[src/rtl/fcs_pkg.sv]
package fcs_pkg;
  localparam int ADDR_W = 12;
  localparam int DATA_W = 16;
  localparam int ARR_W  = 6;
  localparam int SECT_W = 2;
  localparam int NSECT  = 1 << SECT_W;
  localparam int NWORD  = 1 << ARR_W;
  localparam int WPS    = NWORD / NSECT;

  typedef enum logic [3:0] {
    M_READ, M_UNL1, M_UNL2, M_PROG, M_ERS1, M_ERS2, M_ERS3,
    M_EWIN, M_BUSY, M_SUSP, M_AUTO, M_BEXIT
  } mode_e;

  typedef struct packed {
    logic              prog;
    logic              erase;
    logic [NSECT-1:0]  mask;
    logic [ARR_W-1:0]  addr;
    logic [DATA_W-1:0] data;
    logic              showStatus;
    logic              showId;
    logic              stat7;
  } strobe_t;
endpackage

[src/rtl/fcs_ctrl.sv]
module fcs_ctrl import fcs_pkg::*; #(
  parameter int PROG_CYC  = 8,
  parameter int ERASE_CYC = 40,
  parameter int WIN_CYC   = 16
) (
  input  logic              clk,
  input  logic              rstN,
  input  logic              ceN,
  input  logic              weN,
  input  logic              oeN,
  input  logic              accel,
  input  logic [ADDR_W-1:0] addr,
  input  logic [DATA_W-1:0] wdata,
  output strobe_t           strb,
  output mode_e             mode
);
  localparam int CNT_MAX = (ERASE_CYC > PROG_CYC) ?
                           ((ERASE_CYC > WIN_CYC) ? ERASE_CYC : WIN_CYC) :
                           ((PROG_CYC > WIN_CYC) ? PROG_CYC : WIN_CYC);
  localparam int CNT_W = $clog2(CNT_MAX + 1);

  mode_e             state;
  logic              bypReg, stat7, isErase;
  logic [CNT_W-1:0]  cnt;
  logic [NSECT-1:0]  mask;
  logic [ARR_W-1:0]  pAddr;
  logic [DATA_W-1:0] pData;

  logic              wrCyc, at555, at2AA, effByp, done;
  logic [7:0]        cmd;
  logic [SECT_W-1:0] sect;

  assign wrCyc  = !ceN && !weN && oeN;
  assign cmd    = wdata[7:0];
  assign at555  = addr == ADDR_W'(12'h555);
  assign at2AA  = addr == ADDR_W'(12'h2AA);
  assign sect   = addr[ARR_W-1 -: SECT_W];
  assign effByp = bypReg | accel;
  assign done   = cnt == '0;

  always_ff @(posedge clk or negedge rstN) begin
    if (!rstN) begin
      state <= M_READ; bypReg <= 1'b0; stat7 <= 1'b0; isErase <= 1'b0;
      cnt <= '0; mask <= '0; pAddr <= '0; pData <= '0;
    end else begin
      case (state)
        M_READ: if (wrCyc) begin
          if (effByp) begin
            if (cmd == 8'hA0) state <= M_PROG;
            else if (cmd == 8'h90) state <= M_BEXIT;
          end else if (cmd == 8'hAA && at555) state <= M_UNL1;
        end
        M_UNL1: if (wrCyc) state <= (cmd == 8'h55 && at2AA) ? M_UNL2 : M_READ;
        M_UNL2: if (wrCyc) begin
          state <= M_READ;
          if (at555) begin
            case (cmd)
              8'hA0:   state <= M_PROG;
              8'h80:   state <= M_ERS1;
              8'h90:   state <= M_AUTO;
              8'h20:   bypReg <= 1'b1;
              default: ;
            endcase
          end
        end
        M_PROG: if (wrCyc) begin
          pAddr <= addr[ARR_W-1:0]; pData <= wdata; stat7 <= ~wdata[7];
          isErase <= 1'b0; cnt <= CNT_W'(PROG_CYC - 1); state <= M_BUSY;
        end
        M_ERS1: if (wrCyc) state <= (cmd == 8'hAA && at555) ? M_ERS2 : M_READ;
        M_ERS2: if (wrCyc) state <= (cmd == 8'h55 && at2AA) ? M_ERS3 : M_READ;
        M_ERS3: if (wrCyc) begin
          state <= M_READ; stat7 <= 1'b0; isErase <= 1'b1;
          if (cmd == 8'h10 && at555) begin
            mask <= '1; cnt <= CNT_W'(ERASE_CYC - 1); state <= M_BUSY;
          end else if (cmd == 8'h30) begin
            mask <= NSECT'(1) << sect; cnt <= CNT_W'(WIN_CYC - 1); state <= M_EWIN;
          end
        end
        M_EWIN: if (wrCyc) begin
          if (cmd == 8'h30) begin
            mask <= mask | (NSECT'(1) << sect); cnt <= CNT_W'(WIN_CYC - 1);
          end else state <= M_READ;
        end else if (done) begin
          cnt <= CNT_W'(ERASE_CYC - 1); state <= M_BUSY;
        end else cnt <= cnt - 1'b1;
        M_BUSY: if (done) state <= M_READ;
                else if (isErase && wrCyc && cmd == 8'hB0) state <= M_SUSP;
                else cnt <= cnt - 1'b1;
        M_SUSP:  if (wrCyc && cmd == 8'h30) state <= M_BUSY;
        M_AUTO:  if (wrCyc && cmd == 8'hF0) state <= M_READ;
        M_BEXIT: if (wrCyc) begin
          state <= M_READ;
          if (cmd == 8'h00) bypReg <= 1'b0;
        end
        default: state <= M_READ;
      endcase
    end
  end

  always_comb begin
    strb.prog       = state == M_BUSY && done && !isErase;
    strb.erase      = state == M_BUSY && done && isErase;
    strb.mask       = mask;
    strb.addr       = pAddr;
    strb.data       = pData;
    strb.showStatus = state == M_BUSY || state == M_EWIN;
    strb.showId     = state == M_AUTO;
    strb.stat7      = stat7;
  end

  assign mode = state;
endmodule

[src/rtl/fcs_data.sv]
module fcs_data import fcs_pkg::*; #(
  parameter logic [7:0] MFR_ID = 8'h3D,
  parameter logic [7:0] DEV_ID = 8'hC2
) (
  input  logic              clk,
  input  logic              rstN,
  input  logic              ceN,
  input  logic              weN,
  input  logic              oeN,
  input  logic [ARR_W-1:0]  addr,
  input  strobe_t           strb,
  output logic [DATA_W-1:0] rdata
);
  logic [DATA_W-1:0] memRd [NWORD];
  logic [DATA_W-1:0] statWord, idWord;
  logic              tog, rdCyc;

  assign rdCyc = !ceN && !oeN && weN;

  for (genvar g = 0; g < NWORD; g++) begin : gWord
    logic [DATA_W-1:0] word;
    always_ff @(posedge clk or negedge rstN) begin
      if (!rstN) word <= '1;
      else if (strb.erase && strb.mask[g / WPS]) word <= '1;
      else if (strb.prog && strb.addr == ARR_W'(g)) word <= word & strb.data;
    end
    assign memRd[g] = word;
  end

  always_comb begin
    statWord    = '0;
    statWord[7] = strb.stat7;
    statWord[6] = tog;
    idWord      = '0;
    case (addr[1:0])
      2'd0:    idWord[7:0] = MFR_ID;
      2'd1:    idWord[7:0] = DEV_ID;
      default: ;
    endcase
  end

  always_ff @(posedge clk or negedge rstN) begin
    if (!rstN) begin
      rdata <= '0; tog <= 1'b0;
    end else if (rdCyc) begin
      if (strb.showStatus) begin
        rdata <= statWord; tog <= ~tog;
      end else if (strb.showId) rdata <= idWord;
      else rdata <= memRd[addr];
    end
  end
endmodule

[src/rtl/flash_cmd_seq.sv]
module flash_cmd_seq import fcs_pkg::*; #(
  parameter int         PROG_CYC  = 8,
  parameter int         ERASE_CYC = 40,
  parameter int         WIN_CYC   = 16,
  parameter logic [7:0] MFR_ID    = 8'h3D,
  parameter logic [7:0] DEV_ID    = 8'hC2
) (
  input  logic              clk,
  input  logic              rstN,
  input  logic              ceN,
  input  logic              weN,
  input  logic              oeN,
  input  logic              accel,
  input  logic [ADDR_W-1:0] addr,
  input  logic [DATA_W-1:0] wdata,
  output logic [DATA_W-1:0] rdata,
  output logic              busy
);
  strobe_t strb;
  mode_e   curMode;

  fcs_ctrl #(.PROG_CYC(PROG_CYC), .ERASE_CYC(ERASE_CYC), .WIN_CYC(WIN_CYC)) u_ctrl (
    .clk(clk), .rstN(rstN), .ceN(ceN), .weN(weN), .oeN(oeN), .accel(accel),
    .addr(addr), .wdata(wdata), .strb(strb), .mode(curMode)
  );

  fcs_data #(.MFR_ID(MFR_ID), .DEV_ID(DEV_ID)) u_data (
    .clk(clk), .rstN(rstN), .ceN(ceN), .weN(weN), .oeN(oeN),
    .addr(addr[ARR_W-1:0]), .strb(strb), .rdata(rdata)
  );

  assign busy = strb.showStatus;
endmodule

[config.mk]
export PLATFORM = sky130hd
export DESIGN_NAME = flash_cmd_seq
export DESIGN_NICKNAME = d
export VERILOG_FILES = /design/src/rtl/fcs_pkg.sv /design/src/rtl/fcs_ctrl.sv /design/src/rtl/fcs_data.sv /design/src/rtl/flash_cmd_seq.sv
export SDC_FILE = /design/constraint.sdc
export NUM_CORES = 2
export LEC_CHECK = 0
export BUFFER_PORTS_ARGS = -buffer_cell sky130_fd_sc_hd__buf_2
export CORE_UTILIZATION = 50
export CTS_CLUSTER_DIAMETER = 50
export CTS_CLUSTER_SIZE = 24
export DETAILED_ROUTE_END_ITERATION = 8
export PLACE_DENSITY = 0.65
export SYNTH_ARGS = -nofsm -noshare
export SYNTH_HDL_FRONTEND = slang
export SYNTH_SLANG_ARGS = --single-unit
export TNS_END_PERCENT = 20
[constraint.sdc]
create_clock -name clk -period 3.2 [get_ports clk]
set_input_delay 0.16 -clock clk [delete_from_list [all_inputs] [get_ports clk]]
set_output_delay 0.16 -clock clk [all_outputs]
set_load 0.01 [all_outputs]
# Word-level counts from Yosys, hierarchy flattened
# Cells that the tools add are included.
[totals] elab_cells=610 inputBits=34 reg_bits=1080 output_inout_bits=17
[classes] n_eq_ne=110 n_addsub=1 n_bitwise=69 n_reduce_logical=167 n_shift=1 mux=187 n_lt_le_gt_ge=1
[ops] operator="16-bit two-way mux" count=132
[ops] operator="16-bit AND" count=64
[ops] operator="6-bit equality test (second input constant)" count=32
[ops] operator="2-bit nonzero test" count=67
[ops] operator="4-bit two-way mux" count=26
[ops] operator="16-bit binary-select mux with 6-bit select" count=1
[ops] operator="6-bit by 5-bit equality test with 1-bit output (second input constant)" count=16
[ops] operator="1-bit logical AND" count=82
[ops] operator="6-bit by 4-bit equality test with 1-bit output (second input constant)" count=8
[ops] operator="8-bit equality test (second input constant)" count=6
[ops] operator="6-bit two-way mux" count=8
[ops] operator="4-bit case mux with 12 select lines" count=1
[ops] operator="2-bit by 1-bit != test with 1-bit output (second input constant)" count=15
[ops] operator="6-bit by 3-bit equality test with 1-bit output (second input constant)" count=4
[ops] operator="6-bit case mux with 4 select lines" count=1
[ops] operator="4-bit by 3-bit equality test with 1-bit output (second input constant)" count=4
[ops] operator="4-bit equality test (second input constant)" count=4
[ops] operator="8-bit by 6-bit equality test with 1-bit output (second input constant)" count=2
[ops] operator="8-bit case mux with 2 select lines" count=1
[ops] operator="15-bit AND reduction" count=1
[ops] operator="12-bit by 10-bit equality test with 1-bit output (second input constant)" count=1
[ops] operator="12-bit by 11-bit equality test with 1-bit output (second input constant)" count=1
[ops] operator="6-bit by 2-bit equality test with 1-bit output (second input constant)" count=2
[ops] operator="6-bit zero test" count=2
[ops] operator="33 further kinds" count=55

# Longest topological paths before layout
[depth] ltp_word=8 depth_mapped=10 depth_no_buf=8

# By module
# Synthesis repeated with hierarchy kept, for this count alone.
[hier_totals] hier_cells=4419 hier_area_um2=49030.8
[modules_own_cells] module="fcs_data" cells_each=4160 seq_area_each_um2=27331.2 area_each_um2=46578.4 instances=1
[modules_own_cells] module="fcs_ctrl" cells_each=259 seq_area_each_um2=975.9 area_each_um2=2452.4 instances=1

# Least setup slack after synthesis
# OpenSTA, ideal clock, no wires.
[synth_path] path_kind="register to register" from="register u_ctrl.cnt[0]" to="register u_data.gWord[61].word[10]" arrival_time_ns=2.236 period_less_slack_ns=2.327 path_buffers=1 setup_ns=0.090 setup_slack_ns=0.873 stages_incl_launch_ff=10 required_ns=3.110 cell_sequence="dfrtp_1 -> inv_1 -> ha_1 -> nor3b_1 -> nand4b_2 -> nor3_1 -> nand3_1 -> clkbuf_1 -> o21ai_0 -> nand2_1"
[synth_via] elab_chain_cells=5 elab_cells_between_ends=8 cone_classes="mux: 1; reduce/logical: 7"
[synth_rtl] element="start, declared" line_no="fcs_ctrl.sv:24" source="logic [CNT_W-1:0] cnt;"
[synth_rtl] element="start signal, assigned" line_no="fcs_ctrl.sv:82" source="mask <= mask | (NSECT'(1) << sect); cnt <= CNT_W'(WIN_CYC - 1);"
[synth_rtl] element="start signal, assigned" line_no="fcs_ctrl.sv:86" source="end else cnt <= cnt - 1'b1;"
[synth_rtl] element="start signal, assigned" line_no="fcs_ctrl.sv:89" source="else cnt <= cnt - 1'b1;"
[synth_rtl] element="6-bit zero test (*)" line_no="fcs_ctrl.sv:39" source="assign done = cnt == '0;"
[synth_rtl] element="1-bit logical AND (*)" line_no="fcs_ctrl.sv:102, fcs_ctrl.sv:103"
[synth_rtl] element="1-bit logical AND, on equally long branches" line_no="fcs_ctrl.sv:103, fcs_ctrl.sv:102"
[synth_rtl] element="1-bit logical AND, on equally long branches" line_no="fcs_data.sv:24, fcs_data.sv:25"
[synth_rtl] element="16-bit two-way mux / 2-bit nonzero test (equally long branches)"
[synth_rtl] element="end signal, assigned" line_no="fcs_data.sv:25" source="else if (strb.prog && strb.addr == ARR_W'(g)) word <= word & strb.data;"
[synth_rtl] element="end, declared" line_no="fcs_data.sv:21" source="logic [DATA_W-1:0] word;"
# Every way passes the cells marked *; elsewhere a longest branch is shown, timed or not.
# A chain may end at the register's enable or synchronous reset.

# Final worst setup path
[layout_path] from="register u_ctrl.cnt[0]" to="register u_data.gWord[30].word[2]"
[layout_via] elab_chain_cells=5 elab_cells_between_ends=8 cone_classes="mux: 1; reduce/logical: 7"
[layout_rtl] element="6-bit zero test (*)" line_no="fcs_ctrl.sv:39"
[layout_rtl] element="1-bit logical AND (*)" line_no="fcs_ctrl.sv:102, fcs_ctrl.sv:103"
[layout_rtl] element="1-bit logical AND, on equally long branches" line_no="fcs_ctrl.sv:103, fcs_ctrl.sv:102"
[layout_rtl] element="1-bit logical AND, on equally long branches" line_no="fcs_data.sv:24, fcs_data.sv:25"
[layout_rtl] element="16-bit two-way mux / 2-bit nonzero test (equally long branches)"
[layout_rtl] element="end signal, assigned" line_no="fcs_data.sv:25"
[layout_rtl] element="end, declared" line_no="fcs_data.sv:21"
# Marked as above.

==> results.yml <==
status:
  status: "complete, no violations"
grt:
  grt_pass1_wl_um: 218000
  grt_pass1_vias: 35159
  grt_use_total: 0.288
  grt_start_max_net_pins: 192
  overflow: 0
  antenna_found_initial: 1
cells_and_area:
  fillerInstances: 7857
  multi_input_area_sq_um: 18700
  area_delta_synth_final_pct: 13.5
  regArea_sq_um: 28300
  drive_gt1_frac: 0.419
  final_common_cell: "nand2_1"
  final_nets: 4354
  final_cell_area_sq_um: 55100
  antenna_cells: 0
  final_cell_mix: "nand2_1 (1138), o21ai_0 (1042), dfstp_2 (1024)"
floorplan:
  boundaryPins: 51
  dieWidth_um: 314
  coreArea_sq_um: 95600
  initial_utilization: 0.508
  fp.dieH_um: 314
  rows: 113
  die_area_sq_um: 98400
placement:
  place.port_buffers: 50
  place_area_sq_um: 51100
  place.gp.congestion: 0.926
  hpwl_um: 85600
setup_path:
  cp_common_cell: "nand2_1"
  startpoint_type: "register"
  arrival_ps: 3480
  critPathKind: "reg2reg"
  max_stage_delay_ps: 680
  reg2reg_to: "u_data.gWord[30].word[2]"
  crit_start: "u_ctrl.cnt[0]"
  worstSetupEndpoint: "u_data.gWord[30].word[2]"
  endpoint_kind: "register"
  reg2reg_slack_ps: 330
  r2r_start: "u_ctrl.cnt[0]"
  crit_slowest_cell: "nor3_1"
  crit_fanout: 16
  rr_worst_depth: 9
  cp.required_ps: 3810
  cp_cell_sequence: "inv_1 -> ha_1 -> nor3b_1 -> nand4b_2 -> nor3_1 -> nand2_1 -> buf_4 -> o21ai_0 -> nand2_1"
power:
  p_per_area_nw_per_um2: 566
  leakagePower_nw: 26.1
  total_power_mw: 31.2
  peakVddDrop_mv: 0.485
timing:
  finalHoldViolations: 0
  drv_slew: 0
  setup_viol: 0
  tightest_slew_ps: 1250
  fmax_mhz: 348
  final.setup_skew_ps: 37.5
  slew_headroom: 0.168
  fin_crit_ps: 2870
  tns_ps: 0
  fin_crit_sh: 0.898
  grt_setup_unrepaired: "false"
clocking:
  insertion_delay_ps: 720
  ctsRootBufferMaster: "clkbuf_16"
  cts_buffers: 109
  cts.sink_count: 1080
  clk_pin_slew_ps: 70
  cts_tree: "yes"
  htreeDepth: 3
  cts_resized: 0
  clock_path_buffers: 3
routing:
  route.detailed.drc: 0
  antenna_left: 0
  drt_iter0_drc: 3717
  wire_per_inst_um: 24.6
  route.vias.total: 35284
  routed_wl_um: 140000
  drt_first_pass_iters: 6
  vias_per_cell: 6.21
yosys:
  synth_cell_types: 72
  ys.flop_type: "dfstp_2"
  synth-warning-count: 0
  syn-cell-area_sq_um: 48600
  syn_area_per_cell_sq_um: 11.3
  netlist_instances: 4305
  ys_async_sr_fraction: 1.00
  yosysSeqAreaShare: 0.583
  synth_seq_cells: 1080
  synth_edf_count: 0
  synth_nets: 4340
min_path:
  hp-class: "in2reg"
job:
  max-cap-violations: 0
==> logic make-up after synthesis <==
family                     count (synthesis)  share of synthesized area
AOI/OAI and AO/OA                       1167                      0.127
xor gates and xnor gates                   2                   0.000361
adders and majority gates                  2                   0.000464
buffers and inverters                    397                     0.0331
DFF                                     1080                      0.583
muxes                                    353                      0.148
and+or+nand+nor                         1304                      0.109
==> report_power, final <==
part	internal [mW]	switching, mW
logic	0.914	1.93
clock network	7.24	6.26
registers	13.9	0.979
==> how the worst min path moves through the flow <==
stage / startpoint / end / slack (ps) / cells past startpoint
floorplan: rstN / u_ctrl.bypReg / -140 / 0
global route: addr[2] / u_ctrl.pAddr[2] / 30 / 2
detailed placement: wdata[8] / u_ctrl.pData[8] / 400 / 2
CTS: addr[8] / u_ctrl.mode[2] / 10 / 6
global placement: wdata[11] / u_ctrl.pData[11] / 390 / 2
finish: addr[8] / u_ctrl.mode[2] / 40 / 6
==> metrics by stage <==
stage | instances | hold WS (ps) | setup WS (ps) | utilization
2_1_floorplan | 4305 | -136 | 873 | -
3_3_place_gp | 5454 | 393 | 421 | 0.535
3_5_place_dp | 5454 | 400 | 379 | 0.535
4_1_cts | 5680 | 10.1 | 407 | 0.577
5_1_grt | 5680 | 33.9 | 129 | 0.577
6_report | 5680 | 41.1 | 327 | 0.577
==> routing by layer <==
layer	up-vias	global-route usage	part of all wire
met5	-	0	0.000093
met4	2	0.0919	0.031
met3	233	0.0491	0.075
met2	1431	0.442	0.46
met1	18498	0.420	0.43
li1	15120	-	-
==> critical path, delay by kind of cell (launching register included) <==
kind	cells	cell delay (ps)
compound gates	1	210
fa+ha+maj	1	190
buf+inv	2	350
flops	1	410
simple gates	5	1600
==> synthesized netlist by cell type (9+ instances only) <==
cell type  instances  area (sq um)
nand2_1         1142          4290
o21ai_0         1042          5220
dfstp_2         1024         26900
clkbuf_1         320          1200
mux4_2           288          6490
dfrtp_1           56          1400
buf_2             44           220
mux2i_1           39           390
nor2_1            34           128
a21oi_1           31           155
a22oi_1           26           195
mux2_2            23           259
nor2b_1           23           144
nor3_1            21           105
nand3_1           15          75.1
buf_4             12          90.1
o211ai_1          12          90.1
buf_1             11          41.3
nand2b_1          11          68.8
a221oi_1          10          87.6
nand4_1            9          56.3
==> state kept, by name, indices dropped and copies added (netlist names) <==
signal	flops
u_ctrl.bypReg	1
u_ctrl.cnt	6
u_ctrl.pAddr	6
u_ctrl.mask	4
u_data.rdata	16
u_ctrl.stat7	1
u_ctrl.isErase	1
u_data.gWord.word	1024
u_data.tog	1
u_ctrl.mode	4
u_ctrl.pData	16
==> layout make-up <==
cell class / instances / area share
sequential: 1080 / 0.514
multi-input combinational: 2828 / 0.339
inverter: 7 / 0.000476
clock buffer: 122 / 0.0511
tap: 1265 / 0.0287
clock inverter: 85 / 0.0184
timing repair buffer: 293 / 0.0489
==> timing repair <==
item | CTS | global route
hold endpoints to repair | 82 | 0
hold buffers | 19 | 0
buffers inserted | 0 | 0
Note: power is estimated with default switching activity, not from simulation.
